File: config.mk
export PLATFORM = sky130hd
export DESIGN_NAME = irq_vector_encoder
export DESIGN_NICKNAME = d
export VERILOG_FILES = /design/src/rtl/ivec_pkg.sv /design/src/rtl/ivec_pending.sv /design/src/rtl/ivec_search.sv /design/src/rtl/ivec_resp.sv /design/src/rtl/irq_vector_encoder.sv
export SDC_FILE = /design/constraint.sdc
export NUM_CORES = 1
export LEC_CHECK = 0
export BUFFER_PORTS_ARGS = -buffer_cell sky130_fd_sc_hd__buf_2
export CAP_MARGIN = 10
export CORE_MARGIN = 10
export CORE_UTILIZATION = 40
export CTS_CLUSTER_SIZE = 10
export DETAILED_ROUTE_END_ITERATION = 10
export GPL_TIMING_DRIVEN = 0
export PLACE_DENSITY = 0.83
export SLEW_MARGIN = 20
export SYNTH_ARGS = -nofsm -noshare
export SYNTH_HDL_FRONTEND = slang
export SYNTH_SLANG_ARGS = --single-unit
File: constraint.sdc
create_clock -name clk -period 2.8 [get_ports clk]
set_input_delay 0.42 -clock clk [delete_from_list [all_inputs] [get_ports clk]]
set_output_delay 0.42 -clock clk [all_outputs]
set_load 0.05 [all_outputs]
File: src/rtl/ivec_pkg.sv
package ivec_pkg;
  localparam int VEC_W = 8;
  typedef logic [VEC_W-1:0] vec_t;
  localparam vec_t VEC_BASE = 8'h20;
endpackage

File: src/rtl/ivec_pending.sv
module ivec_pending #(
  parameter int CTRL_LINES = 8,
  parameter int CASCADE    = 2,
  localparam int LINES     = 2 * CTRL_LINES
) (
  input  logic [CTRL_LINES-1:0] req_a,
  input  logic [CTRL_LINES-1:0] mask_a,
  input  logic [CTRL_LINES-1:0] req_b,
  input  logic [CTRL_LINES-1:0] mask_b,
  output logic [LINES-1:0]      pend
);
  logic [LINES-1:0] raw;

  assign raw = {req_b & ~mask_b, req_a & ~mask_a};

  // The cascade input is never a source of its own.
  for (genvar i = 0; i < LINES; i++) begin : g_line
    if (i == CASCADE) begin : g_casc
      assign pend[i] = 1'b0;
    end else begin : g_norm
      assign pend[i] = raw[i];
    end
  end
endmodule

File: src/rtl/ivec_search.sv
module ivec_search #(
  parameter int LINES  = 16,
  localparam int IDX_W = $clog2(LINES)
) (
  input  logic             clk,
  input  logic             rst_n,
  input  logic [LINES-1:0] pend,
  output logic [IDX_W-1:0] idx,
  output logic             found
);
  logic [LINES:0]   seen;
  logic [LINES-1:0] grant;

  assign seen[0] = 1'b0;
  for (genvar i = 0; i < LINES; i++) begin : g_chain
    assign grant[i]  = pend[i] & ~seen[i];
    assign seen[i+1] = seen[i] | pend[i];
  end
  assign found = seen[LINES];

  always_comb begin
    idx = '0;
    for (int i = 0; i < LINES; i++)
      if (grant[i]) idx = idx | IDX_W'(i);
  end

  AST_GRANT_ONEHOT: assert property (@(posedge clk) disable iff (!rst_n)
    $onehot0(grant));
  AST_WINNER_PENDING: assert property (@(posedge clk) disable iff (!rst_n)
    found |-> pend[idx]);
endmodule

File: src/rtl/ivec_resp.sv
module ivec_resp #(
  parameter int IDX_W   = 4,
  parameter int CASCADE = 2
) (
  input  logic              clk,
  input  logic              rst_n,
  input  logic [IDX_W-1:0]  idx,
  input  logic              found,
  input  logic              rd_valid,
  output logic              rd_ready,
  input  logic              vec_ready,
  output logic              vec_valid,
  output ivec_pkg::vec_t    vec_data,
  output logic              vec_spurious
);
  import ivec_pkg::*;

  logic accept;
  vec_t next_vec;

  assign rd_ready = !vec_valid || vec_ready;
  assign accept   = rd_valid && rd_ready;
  assign next_vec = found ? vec_t'(VEC_BASE + vec_t'(idx)) : VEC_BASE;

  always_ff @(posedge clk) begin
    if (!rst_n) begin
      vec_valid    <= 1'b0;
      vec_data     <= '0;
      vec_spurious <= 1'b0;
    end else if (accept) begin
      vec_valid    <= 1'b1;
      vec_data     <= next_vec;
      vec_spurious <= !found;
    end else if (vec_valid && vec_ready) begin
      vec_valid    <= 1'b0;
    end
  end

  AST_HOLD_STABLE: assert property (@(posedge clk) disable iff (!rst_n)
    vec_valid && !vec_ready |=> vec_valid && $stable(vec_data) && $stable(vec_spurious));
  AST_STALL_BLOCKS: assert property (@(posedge clk) disable iff (!rst_n)
    vec_valid && !vec_ready |-> !rd_ready);
  AST_ACCEPT_VALID: assert property (@(posedge clk) disable iff (!rst_n)
    rd_valid && rd_ready |=> vec_valid);
  AST_SPUR_BASE: assert property (@(posedge clk) disable iff (!rst_n)
    vec_valid && vec_spurious |-> vec_data == VEC_BASE);
  AST_NO_CASCADE: assert property (@(posedge clk) disable iff (!rst_n)
    vec_valid |-> vec_data != vec_t'(VEC_BASE + vec_t'(CASCADE)));
  AST_DRAIN: assert property (@(posedge clk) disable iff (!rst_n)
    vec_valid && vec_ready && !rd_valid |=> !vec_valid);
endmodule

File: src/rtl/irq_vector_encoder.sv
module irq_vector_encoder #(
  parameter int CTRL_LINES = 8,
  parameter int CASCADE    = 2,
  localparam int LINES     = 2 * CTRL_LINES,
  localparam int IDX_W     = $clog2(LINES)
) (
  input  logic                  clk,
  input  logic                  rst_n,
  input  logic [CTRL_LINES-1:0] irq_req_a,
  input  logic [CTRL_LINES-1:0] irq_mask_a,
  input  logic [CTRL_LINES-1:0] irq_req_b,
  input  logic [CTRL_LINES-1:0] irq_mask_b,
  input  logic                  rd_valid,
  output logic                  rd_ready,
  input  logic                  wr_strobe,
  output logic                  wr_warn,
  output logic                  vec_valid,
  input  logic                  vec_ready,
  output logic [7:0]            vec_data,
  output logic                  vec_spurious
);
  logic [LINES-1:0] pend;
  logic [IDX_W-1:0] idx;
  logic             found;

  ivec_pending #(.CTRL_LINES(CTRL_LINES), .CASCADE(CASCADE)) u_pend (
    .req_a(irq_req_a), .mask_a(irq_mask_a),
    .req_b(irq_req_b), .mask_b(irq_mask_b),
    .pend(pend)
  );

  ivec_search #(.LINES(LINES)) u_search (
    .clk(clk), .rst_n(rst_n), .pend(pend), .idx(idx), .found(found)
  );

  ivec_resp #(.IDX_W(IDX_W), .CASCADE(CASCADE)) u_resp (
    .clk(clk), .rst_n(rst_n), .idx(idx), .found(found),
    .rd_valid(rd_valid), .rd_ready(rd_ready),
    .vec_ready(vec_ready), .vec_valid(vec_valid),
    .vec_data(vec_data), .vec_spurious(vec_spurious)
  );

  // Writes are not stored; they only raise a warning pulse.
  always_ff @(posedge clk) begin
    if (!rst_n) wr_warn <= 1'b0;
    else        wr_warn <= wr_strobe;
  end

  AST_WARN_PULSE: assert property (@(posedge clk) disable iff (!rst_n)
    wr_strobe |=> wr_warn);
  AST_WARN_QUIET: assert property (@(posedge clk) disable iff (!rst_n)
    !wr_strobe |=> !wr_warn);
endmodule

## Word level (Yosys, flattened, before mapping)

Cells that the tools add are included.
Widths: inputs -> output; s select.

| storage, ports and cells | value |
|---|---|
| output and inout port bits | 12 |
| bits of input ports | 37 |
| register bits after elaboration | 11 |
| logic and storage cells | 74 |

| cells by class | value |
|---|---|
| bitwise gates (word level) | 46 |
| add/sub/neg operators | 1 |
| reductions and logical operators | 6 |
| muxes and demuxes | 17 |

Operators with widths:

| operator | count |
|---|---|
| $mux 4 | 8 |
| $and 8x8->8 | 2 |
| $not 8->8 | 2 |
| $and 1x1->1 | 14 |
| $not 1->1 | 14 |
| $or 1x1->1 | 14 |
| $mux 3 | 4 |
| $mux 8 | 1 |
| $add 6x4->7 const A | 1 |
| $mux 1 | 3 |
| $logic_and 1x1->1 | 2 |
| $logic_not 1->1 | 2 |
| $mux 2 | 1 |
| $reduce_bool 2->1 | 1 |
| $logic_or 1x1->1 | 1 |

## Longest topological paths before layout

Gate-level depths: netlist of run 1.

| depth | value |
|---|---|
| depth after elaboration | 20 |
| depth in mapped cells | 5 |
| mapped depth without buffers | 5 |

## Modules after synthesis

A second synthesis of run 1 with hierarchy kept.

| second synthesis, totals | value |
|---|---|
| cell total of the unflattened synthesis | 84 |
| area total of the unflattened synthesis | 782.0 um2 |

By module, submodules not included:

| module | cells an instance | instances | seq. area each (um2) | area each (um2) |
|---|---|---|---|---|
| ivec_resp | 32 | 1 | 140.1 | 314.1 |
| ivec_search | 33 | 1 | 0.0 | 224.0 |
| ivec_pending | 17 | 1 | 0.0 | 217.7 |
| irq_vector_encoder | 2 | 1 | 20.0 | 26.3 |

## Least setup slack after synthesis of run 1

Ideal clock, no wire load.

| timing | value |
|---|---|
| kind | register -> register |
| from | register u_resp.vec_valid |
| to | register u_resp.vec_data[0] |
| arrival | 1.683 ns |
| buffers on the path | 0 |
| period minus slack after synthesis | 1.753 ns |
| required time | 2.730 ns |
| cell stages (with the launch flop) | 6 |
| setup slack | 1.047 ns |
| setup time | 0.070 ns |
| path through | dfxtp_1 > nand2b_1 > and2_0 > o21ai_0 > a31oi_1 > a21oi_1 |

| on the way | value |
|---|---|
| word-level cells in the longest chain between the ends | 3 |

Ends and longest elaborated chain:

| element | RTL line | RTL |
|---|---|---|
| from (decl) | ivec_resp.sv:12 | `output logic vec_valid,` |
| from (signal assigned) | ivec_resp.sv:27 | `vec_valid <= 1'b0;` |
| from (signal assigned) | ivec_resp.sv:31 | `vec_valid <= 1'b1;` |
| from (signal assigned) | ivec_resp.sv:35 | `vec_valid <= 1'b0;` |
| $logic_not 1->1 | ivec_resp.sv:21 | `assign rd_ready = !vec_valid \|\| vec_ready;` |
| $logic_or 1x1->1 | ivec_resp.sv:21 |  |
| via rd_ready | irq_vector_encoder.sv:14 | `output logic rd_ready,` |
| $logic_and 1x1->1 | ivec_resp.sv:22 | `assign accept = rd_valid && rd_ready;` |
| to (signal assigned) | ivec_resp.sv:32 | `vec_data <= next_vec;` |
| to (decl) | ivec_resp.sv:13 | `output ivec_pkg::vec_t vec_data,` |

The timed path passes the listed nets, and every way through them passes these cells.
A chain may end at the register's enable or synchronous reset.

## Worst setup path after layout of run 1

| timing | value |
|---|---|
| from | register u_resp.vec_valid |
| to | output rd_ready |

| on the way | value |
|---|---|
| word-level cells in the longest chain between the ends | 2 |

Ends and longest elaborated chain:

| element | RTL line |
|---|---|
| $logic_not 1->1 | ivec_resp.sv:21 |
| $logic_or 1x1->1 | ivec_resp.sv:21 |
| to (decl) | irq_vector_encoder.sv:14 |

No other way between the ends.

==> results.cfg, run 1 <==
[yosys]
synth_common_cells = dfxtp_1, nor2b_1, nand2_1, nand2b_1, nand3_1
ys_types = 33
synth_top_area_cell = dfxtp_1
syn_area_sq_um = 634
postSynthCellCount = 74
synth_edf_count = 0
synth_seq_area_share = 0.252
synthTopCellsByArea = dfxtp_1, nor2b_4, nor2b_1
ys.flop_type = dfxtp_1
synth.top_cell.area_share = 0.252
synth_async_sr_flop_share = 0
ys_seq_elements = 8
synth.avg_cell_area_sq_um = 8.57
ys_warn_count = 0

[detailed_routing]
wire_per_inst_um = 12.8
wirelength_um = 1770
num_vias = 679
vias_per_cell = 4.92
antenna_left = 0
drtIter0Drc = 8
drc = 0
dr.pass1.iters = 4

[finish]
areaGrowthSynthToFinish_pct = 41.8
drive_gt1_frac = 0.492
nets = 161
diodes = 0
stdcell_count = 138

[clocking]
cts_resized = 0
hold_buffers = 0
clock_latency_ps = 250
htree_levels = 1
cts_tree = yes
cts_root_buffer = clkbuf_4
post_cts_buffers = 0
clock_path_buffers = 2
path_clk_slew_ps = 50
clock-sinks = 8
cts_buffers = 3

[power_and_ir_drop]
p_leak_nw = 0.445
power_density_nw_per_um2 = 381
p_total_mw = 0.343
peakVddDrop_mv = 0.227

[min_path]
min_path_type = in2reg

[worst_setup_path]
cp_max_fo = 4
path_cells = nand2b_1 > buf_2
crit_path_start_kind = flop
regToRegSetupSlack_ps = 1610
slowest_stage = dfxtp_1
max_stage_delay_ps = 310
crit_arrival_ps = 950
critPathRequiredTime_ps = 2380
critPathCaptureType = output port
critical_path_class = reg2out

[floorplanning]
die_x_um = 59.8
pin_count = 49
core_area_sq_um = 1510
rows = 14
die_h_um = 59.8
start_util = 0.421
die-area_sq_um = 3580

[grt]
grt_pass1_wl_um = 2820
grt_pass1_vias = 700
grt_max_degree = 10
antenna_found_initial = 0
track_usage = 0.0930
overflow = 0

[sta]
finalCriticalPeriod_ps = 1370
drv_slew = 0
setup_violations = 0
finalHoldViolCount = 0
max_clock_freq_ghz = 0.732
fin_skew_ps = 5.53
rsz0062_at_grt = no
fin_crit_sh = 0.488
tns_ps = 0

[placed_design]
placed_cells = 135
gp_congestion = 0.823
dp_hpwl_um = 1560
port-buffer-count = 43

[run_status]
status = completed

[flow_run]
maxCapViolations = 0
-- critical path, delay by kind of cell, from the launching register on --
kind	cells	cell delay [ps]
buffers and inverters	1	280
flip-flops	1	310
AND/OR/NAND/NOR	1	110
-- final timing paths --
path | startpoint | depth (start not counted) | to
setup / recovery | u_resp.vec_valid$_SDFFE_PN0P_ | 2 | rd_ready
hold / removal | wr_strobe | 2 | wr_warn$_SDFF_PN0_
setup reg to reg | u_resp.vec_valid$_SDFFE_PN0P_ | 5 | u_resp.vec_data[0]$_SDFFE_PN0P_
hold reg to reg | u_resp.vec_data[5]$_SDFFE_PN0P_ | 1 | u_resp.vec_data[5]$_SDFFE_PN0P_
-- cell usage in the layout, fill, tap and decap left out --
cell / count
buf_2: 43
nor2b_1: 8
dfxtp_1: 8
nand2b_1: 5
nand3_1: 5
nand2_1: 5
nor2b_4: 4
o21ai_0: 4
inv_1: 3
buf_4: 3
conb_1: 3
clkbuf_4: 3
nor3_2: 2
a21oi_4: 2
and2_1: 2
o211ai_1: 2
nor2_1: 2
nor2b_2: 1
nor4_4: 1
nand3_2: 1
o31ai_1: 1
and2_0: 1
o21a_1: 1
and3_1: 1
a21boi_1: 1
a41oi_1: 1
a21o_1: 1
a32oi_1: 1
o21ai_1: 1
a211oi_1: 1
a31oi_1: 1
nor4b_1: 1
o31a_1: 1
a21oi_1: 1
a21boi_0: 1
-- logic make-up after synthesis --
group | share of synthesized area
AOI/OAI and AO/OA | 0.245
buffers and inverters | 0.0533
DFF | 0.252
other | 0.00591
and+or+nand+nor | 0.444
-- area by class of cell --
cell class                      instances  area (sq um)
Tap cell                               16          20.0
Multi-Input combinational cell         62           448
Fill cell                             147           607
Buffer                                  3          22.5
Timing Repair Buffer                   43           215
Sequential cell                         8           160
Inverter                                3          11.3
Clock buffer                            3          22.5
-- registers in the layout, indices dropped and copies added, names as in the netlist --
register             flops
u_resp.vec_spurious      1
u_resp.vec_valid         1
wr_warn                  1
u_resp.vec_data          5
-- per-layer routing --
metal,global-route usage,part of all wire
met2,0.159,0.49
met5,0,0
met3,0.0275,0.090
met4,0.0288,0
met1,0.107,0.42
-- stage by stage --
stage | utilization | cell area (sq um) | setup slack, ps | hold WS (ps)
5_1_grt | 0.597 | 900 | 1380 | 381
4_1_cts | 0.597 | 900 | 1420 | 376
6_report | 0.597 | 900 | 1430 | 379
3_5_place_dp | 0.582 | 877 | 1280 | 454
3_3_place_gp | 0.582 | 877 | 1340 | 439
2_1_floorplan | - | 642 | 1050 | 538
-- where the power goes --
part           switching (mW)  internal, mW  leakage (nW)
logic                  0.0788        0.0526         0.366
registers             0.00278         0.121        0.0660
clock network          0.0393        0.0491        0.0138
total                   0.121         0.222         0.445
No activity file was read; power rests on OpenSTA's default activity.
==> run 2, diff against run 1 <==
Settings changed: CORE_UTILIZATION 40 to 34, PLACE_DENSITY 0.83 to 0.75.
Clock period 2.8 ns to 1.1 ns, I/O delays scaled along.
==> run 2 against run 1 <==
Routed wire length up 3.8%. Cell count up 7.2%. Core utilization down 6.2 points. Clock power rose to 2.9 times the previous value. Sequential cell count unchanged. Global-route usage down 0.74 points. Die area up 12%. Non-clock buffer count unchanged.
==> results.cfg, run 2 (synthesis results as in run 1) <==
[run_status]
status = completed

[detailed_routing]
num_vias = 687
dr.pass1.iters = 4
drtIter0Drc = 14
wire_per_inst_um = 12.4
antenna_left = 0
drc = 0
vias_per_cell = 4.64
wirelength_um = 1840

[grt]
grt_pass1_vias = 701
antenna_found_initial = 0
track_usage = 0.0856
grt_pass1_wl_um = 2940
overflow = 0
grt_max_degree = 10

[clocking]
clock_latency_ps = 250
path_clk_slew_ps = 60
htree_levels = 1
cts_buffers = 3
hold_buffers = 0
cts_tree = yes
clock-sinks = 8
clock_path_buffers = 2
cts_root_buffer = clkbuf_4

[worst_setup_path]
crit_path_start_kind = flop
cp_max_fo = 4
regToRegSetupSlack_ps = 110
critPathCaptureType = output port
critPathRequiredTime_ps = 940
crit_arrival_ps = 870
critical_path_class = reg2out

[finish]
top_register = u_resp.vec_data
nets = 161
finalCoreUtilization = 0.535
drive_gt1_frac = 0.520
areaGrowthSynthToFinish_pct = 47.1
stdcell_count = 148
diodes = 0
mostFrequentLayoutCells = buf_2, nor2b_1, dfxtp_1, nand3_1
mostFrequentLayoutCell = buf_2
largest_reg_flops = 5

[power_and_ir_drop]
power.switching_mw = 0.325
seqPwrFrac = 0.345
p_total_mw = 0.911
peakVddDrop_mv = 0.541
p_clk_frac = 0.277
p_leak_nw = 0.457
power_frac_comb = 0.378
p_int_mw = 0.586
power_density_nw_per_um2 = 976
p_sw_frac = 0.357

[min_path]
min_path_type = in2reg

[floorplanning]
core_area_sq_um = 1750
die_x_um = 63.2
rows = 15
die_h_um = 63.2
die-area_sq_um = 3990
pin_count = 49
start_util = 0.363

[sta]
drv_slew = 0
rsz0062_at_grt = no
fin_skew_ps = 1.20
max_clock_freq_ghz = 0.962
finalCriticalPeriod_ps = 1040
finalHoldViolCount = 0
fin_crit_sh = 0.945
setup_violations = 0

[placed_design]
placed_cells = 144
dp_hpwl_um = 1560
port-buffer-count = 43
gp_congestion = 0.816

[flow_run]
maxCapViolations = 0
-- run 2: cell count changes in the layout (fill, tap and decap cells not counted), sizes merged --
| cell | change |
|---|---|
| clkbuf | +1 |
-- run 2: worst paths after layout --
kind / from / end / depth (start not counted)
setup / recovery: u_resp.vec_valid$_SDFFE_PN0P_ / rd_ready / 2
hold / removal: wr_strobe / wr_warn$_SDFF_PN0_ / 2
setup reg to reg: u_resp.vec_valid$_SDFFE_PN0P_ / u_resp.vec_data[0]$_SDFFE_PN0P_ / 5
hold reg to reg: u_resp.vec_data[5]$_SDFFE_PN0P_ / u_resp.vec_data[5]$_SDFFE_PN0P_ / 1
-- run 2: layout make-up --
| class | instances | area, sq um |
|---|---|---|
| plain buffers | 3 | 22.5 |
| well taps | 25 | 31.3 |
| inverters | 3 | 11.3 |
| flip-flops and latches | 8 | 164 |
| multi-input cells | 62 | 460 |
| clock buffers | 4 | 26.3 |
| fillers | 169 | 812 |
| repair buffers | 43 | 218 |
-- run 2: per-layer routing --
metal / vias to the layer above / track usage / wire length [um]
met5: - / 0 / 0
met4: 0 / 0.0410 / 0
met3: 0 / 0.0141 / 123
met2: 37 / 0.154 / 906
met1: 297 / 0.0950 / 806
li1: 353 / - / -
-- run 2: repair_timing --
| action | in CTS | in global routing |
|---|---|---|
| buffers inserted | 0 | 0 |
| hold endpoints to repair | 0 | 0 |
| endpoints found under the setup margin | 1 | 1 |
| gates resized for setup | 1 | 1 |
-- run 2: power groups by stage --
stage	Clock (mW)	Sequential (mW)	Combinational, mW
after floorplan	0	0.382	0.174
after global placement	0	0.320	0.336
after detailed placement	0	0.321	0.341
after CTS	0.255	0.314	0.344
after global routing	0.272	0.315	0.372
final	0.253	0.314	0.344
-- run 2: worst max-delay path, stage by stage (launching register included) --
cell and delay, ps:
dfxtp_4 350, nand2b_4 70, buf_4 200
-- run 2: metrics by stage --
stage                     TNS, ps  cell area, sq um  hold slack, ps  setup WS [ps]
after global routing            0               933             113           10.9
after floorplan             -74.2               656             282          -44.1
after global placement       -387               902             370           -108
final                           0               933             111           60.3
after detailed placement     -431               902             374           -143
after CTS                       0               931             106           55.2
==> run 3, diff against run 2 <==
Settings changed: CORE_UTILIZATION 34 to 40, PLACE_DENSITY 0.75 to 0.78, SYNTH_HIERARCHICAL set to 1.
Clock period 1.1 ns to 1.3 ns, I/O delays scaled along.
==> run 3 against run 2 <==
Synthesized cell count grew 14%. Non-clock buffer count grew 4. Core utilization grew 6.7 points. Largest cell class unchanged. Largest power group unchanged.
==> results.cfg, run 3 <==
[run_status]
status = completed

[sta]
fin_crit_sh = 0.917
hold-worst-slack_ps = 141
drv_slew = 0
rsz0062_at_grt = yes
tns_ps = 0
finalHoldViolCount = 0
fin_skew_ps = 2.10
setup_violations = 0
finalCriticalPeriod_ps = 1190
max_clock_freq_ghz = 0.839

[min_path]
min_path_type = in2reg
hold_depth = 2

[grt]
antenna_found_initial = 0
grt_pass1_vias = 756
grt_max_degree = 11
grt_pass1_wl_um = 3210
overflow = 0
track_usage = 0.0937

[floorplanning]
pin_count = 49
core_area_sq_um = 1780
die-area_sq_um = 4120
start_util = 0.439
die_x_um = 64.2
die_h_um = 64.2
rows = 15

[clocking]
clock_latency_ps = 250
cts_buffers = 3
clock_path_buffers = 2
htree_levels = 1
cts_tree = yes
path_clk_slew_ps = 50
clock-sinks = 8
cts_root_buffer = clkbuf_4

[finish]
drive_gt1_frac = 0.571
mostFrequentLayoutCell = buf_2
nets = 172
areaGrowthSynthToFinish_pct = 37.3
diodes = 0
stdcell_count = 158
largest_reg_flops = 5
mostFrequentLayoutCells = buf_2, nor2b_4, nand2_1, nor2_1, dfxtp_1
top_register = u_resp/vec_data
fin_area_sq_um = 1070

[worst_setup_path]
max_stage_delay_ps = 310
worst-path-stages = 8
crit_arrival_ps = 1370
crit_path_start_kind = primary input
path_cells = buf_6 > nor2b_4 > nor4_4 > o21ai_1 > o21ai_1 > o2bb2ai_1 > nand3_1 > mux2i_1
critPathCaptureType = flop
cp_max_fo = 3
crit_family = simple AND/OR/NAND/NOR gates
slowest_stage = nor4_4
regToRegSetupSlack_ps = 300
critPathRequiredTime_ps = 1480
path_buf_inv = 1
critical_path_class = in2reg
reg2regPathDepth = 4
timing.critical_path.mode_cell = o21ai_1

[yosys]
synthTopCellsByArea = nor2b_4, dfxtp_1, nor4_4
synth_async_sr_flop_share = 0
syn_area_sq_um = 782
ys_types = 30
synth_seq_area_share = 0.205
synth_edf_count = 0
synth.top_cell.area_share = 0.264
synth_top_area_cell = nor2b_4
postSynthCellCount = 84
ys_warn_count = 6
yosysMostFrequentCell = nor2b_4
synth.avg_cell_area_sq_um = 9.31
ys.flop_type = dfxtp_1
ys_seq_elements = 8
synth_common_cells = nor2b_4, dfxtp_1, nand2_1, nor2_1, nand3_1

[detailed_routing]
drc = 0
dr.pass1.iters = 4
vias_per_cell = 4.61
num_vias = 728
drtIter0Drc = 20
antenna_left = 0
wirelength_um = 1990
wire_per_inst_um = 12.6

[placed_design]
dp_hpwl_um = 1760
placed_cells = 154
post_dp_cell_area_sq_um = 1040
port-buffer-count = 43
gp_congestion = 0.701

[power_and_ir_drop]
p_leak_nw = 0.560
power_density_nw_per_um2 = 736
p_total_mw = 0.791
peakVddDrop_mv = 0.427

[flow_run]
maxCapViolations = 0
==> run 3: cell types whose count changed in the layout (fill, tap and decap cells not counted), sizes merged, moves of 2 or more <==
cell	previous run	this run
nor2	2	8
buf	46	50
mux2i	0	4
nand2	5	9
nand2b	5	2
nor2b	13	16
nor4	1	4
o21ai	5	2
o211ai	2	0
==> run 3: logic make-up after synthesis <==
group	after synthesis	synth area share
other cells	2	0.00960
compound gates	11	0.110
buf+inv	9	0.0736
mux	4	0.0512
simple gates	50	0.550
flops	8	0.205
==> run 3: layout make-up <==
| cell class | instances | area (sq um) |
|---|---|---|
| fillers | 169 | 709 |
| flip-flops and latches | 8 | 161 |
| repair buffers | 44 | 229 |
| inverters | 3 | 11.3 |
| well taps | 25 | 31.3 |
| multi-input cells | 69 | 572 |
| clock buffers | 3 | 22.5 |
| plain buffers | 6 | 46.3 |
==> run 3: worst register-to-register path, delay by kind of cell (launching register included) <==
kind	cells	cell delay, ps
flip-flops	1	350
buffers and inverters	1	130
AO/OA/AOI/OAI	1	190
AND/OR/NAND/NOR	2	210
==> run 3: layer usage <==
metal  vias up  global-route usage  wire length (um)
met2        38               0.164               980
li1        377                   -                 -
met5         -                   0                 0
met4         0              0.0535                21
met1       311              0.0914               779
met3         2              0.0383               204
==> run 3: worst paths after layout <==
path,start,endpoint
worst max-delay path,irq_req_b[3],u_resp/vec_data[0]$_SDFFE_PN0P_
worst min-delay path,wr_strobe,wr_warn$_SDFF_PN0_
worst max register to register,u_resp/vec_valid$_SDFFE_PN0P_,u_resp/vec_spurious$_SDFFE_PN0P_
worst min register to register,u_resp/vec_data[1]$_SDFFE_PN0P_,u_resp/vec_data[1]$_SDFFE_PN0P_
==> run 3: power breakdown <==
part | switching, mW | internal [mW]
Sequential | 0.00733 | 0.260
Clock | 0.0793 | 0.105
Combinational | 0.188 | 0.151
==> run 3: stage by stage <==
| stage | worst slack [ps] | util |
|---|---|---|
| floorplan | 1.09 | - |
| global placement | -174 | 0.582 |
| detailed placement | -246 | 0.582 |
| CTS | 37.2 | 0.594 |
| global route | -29.9 | 0.602 |
| finish | 108 | 0.602 |
==> run 3: repair_timing <==
action                                  CTS  global route
setup buffers                             0             1
resized for setup                         1             2
hold buffers                              0             0
endpoints found under the setup margin    1             2
pin swaps                                 0             4
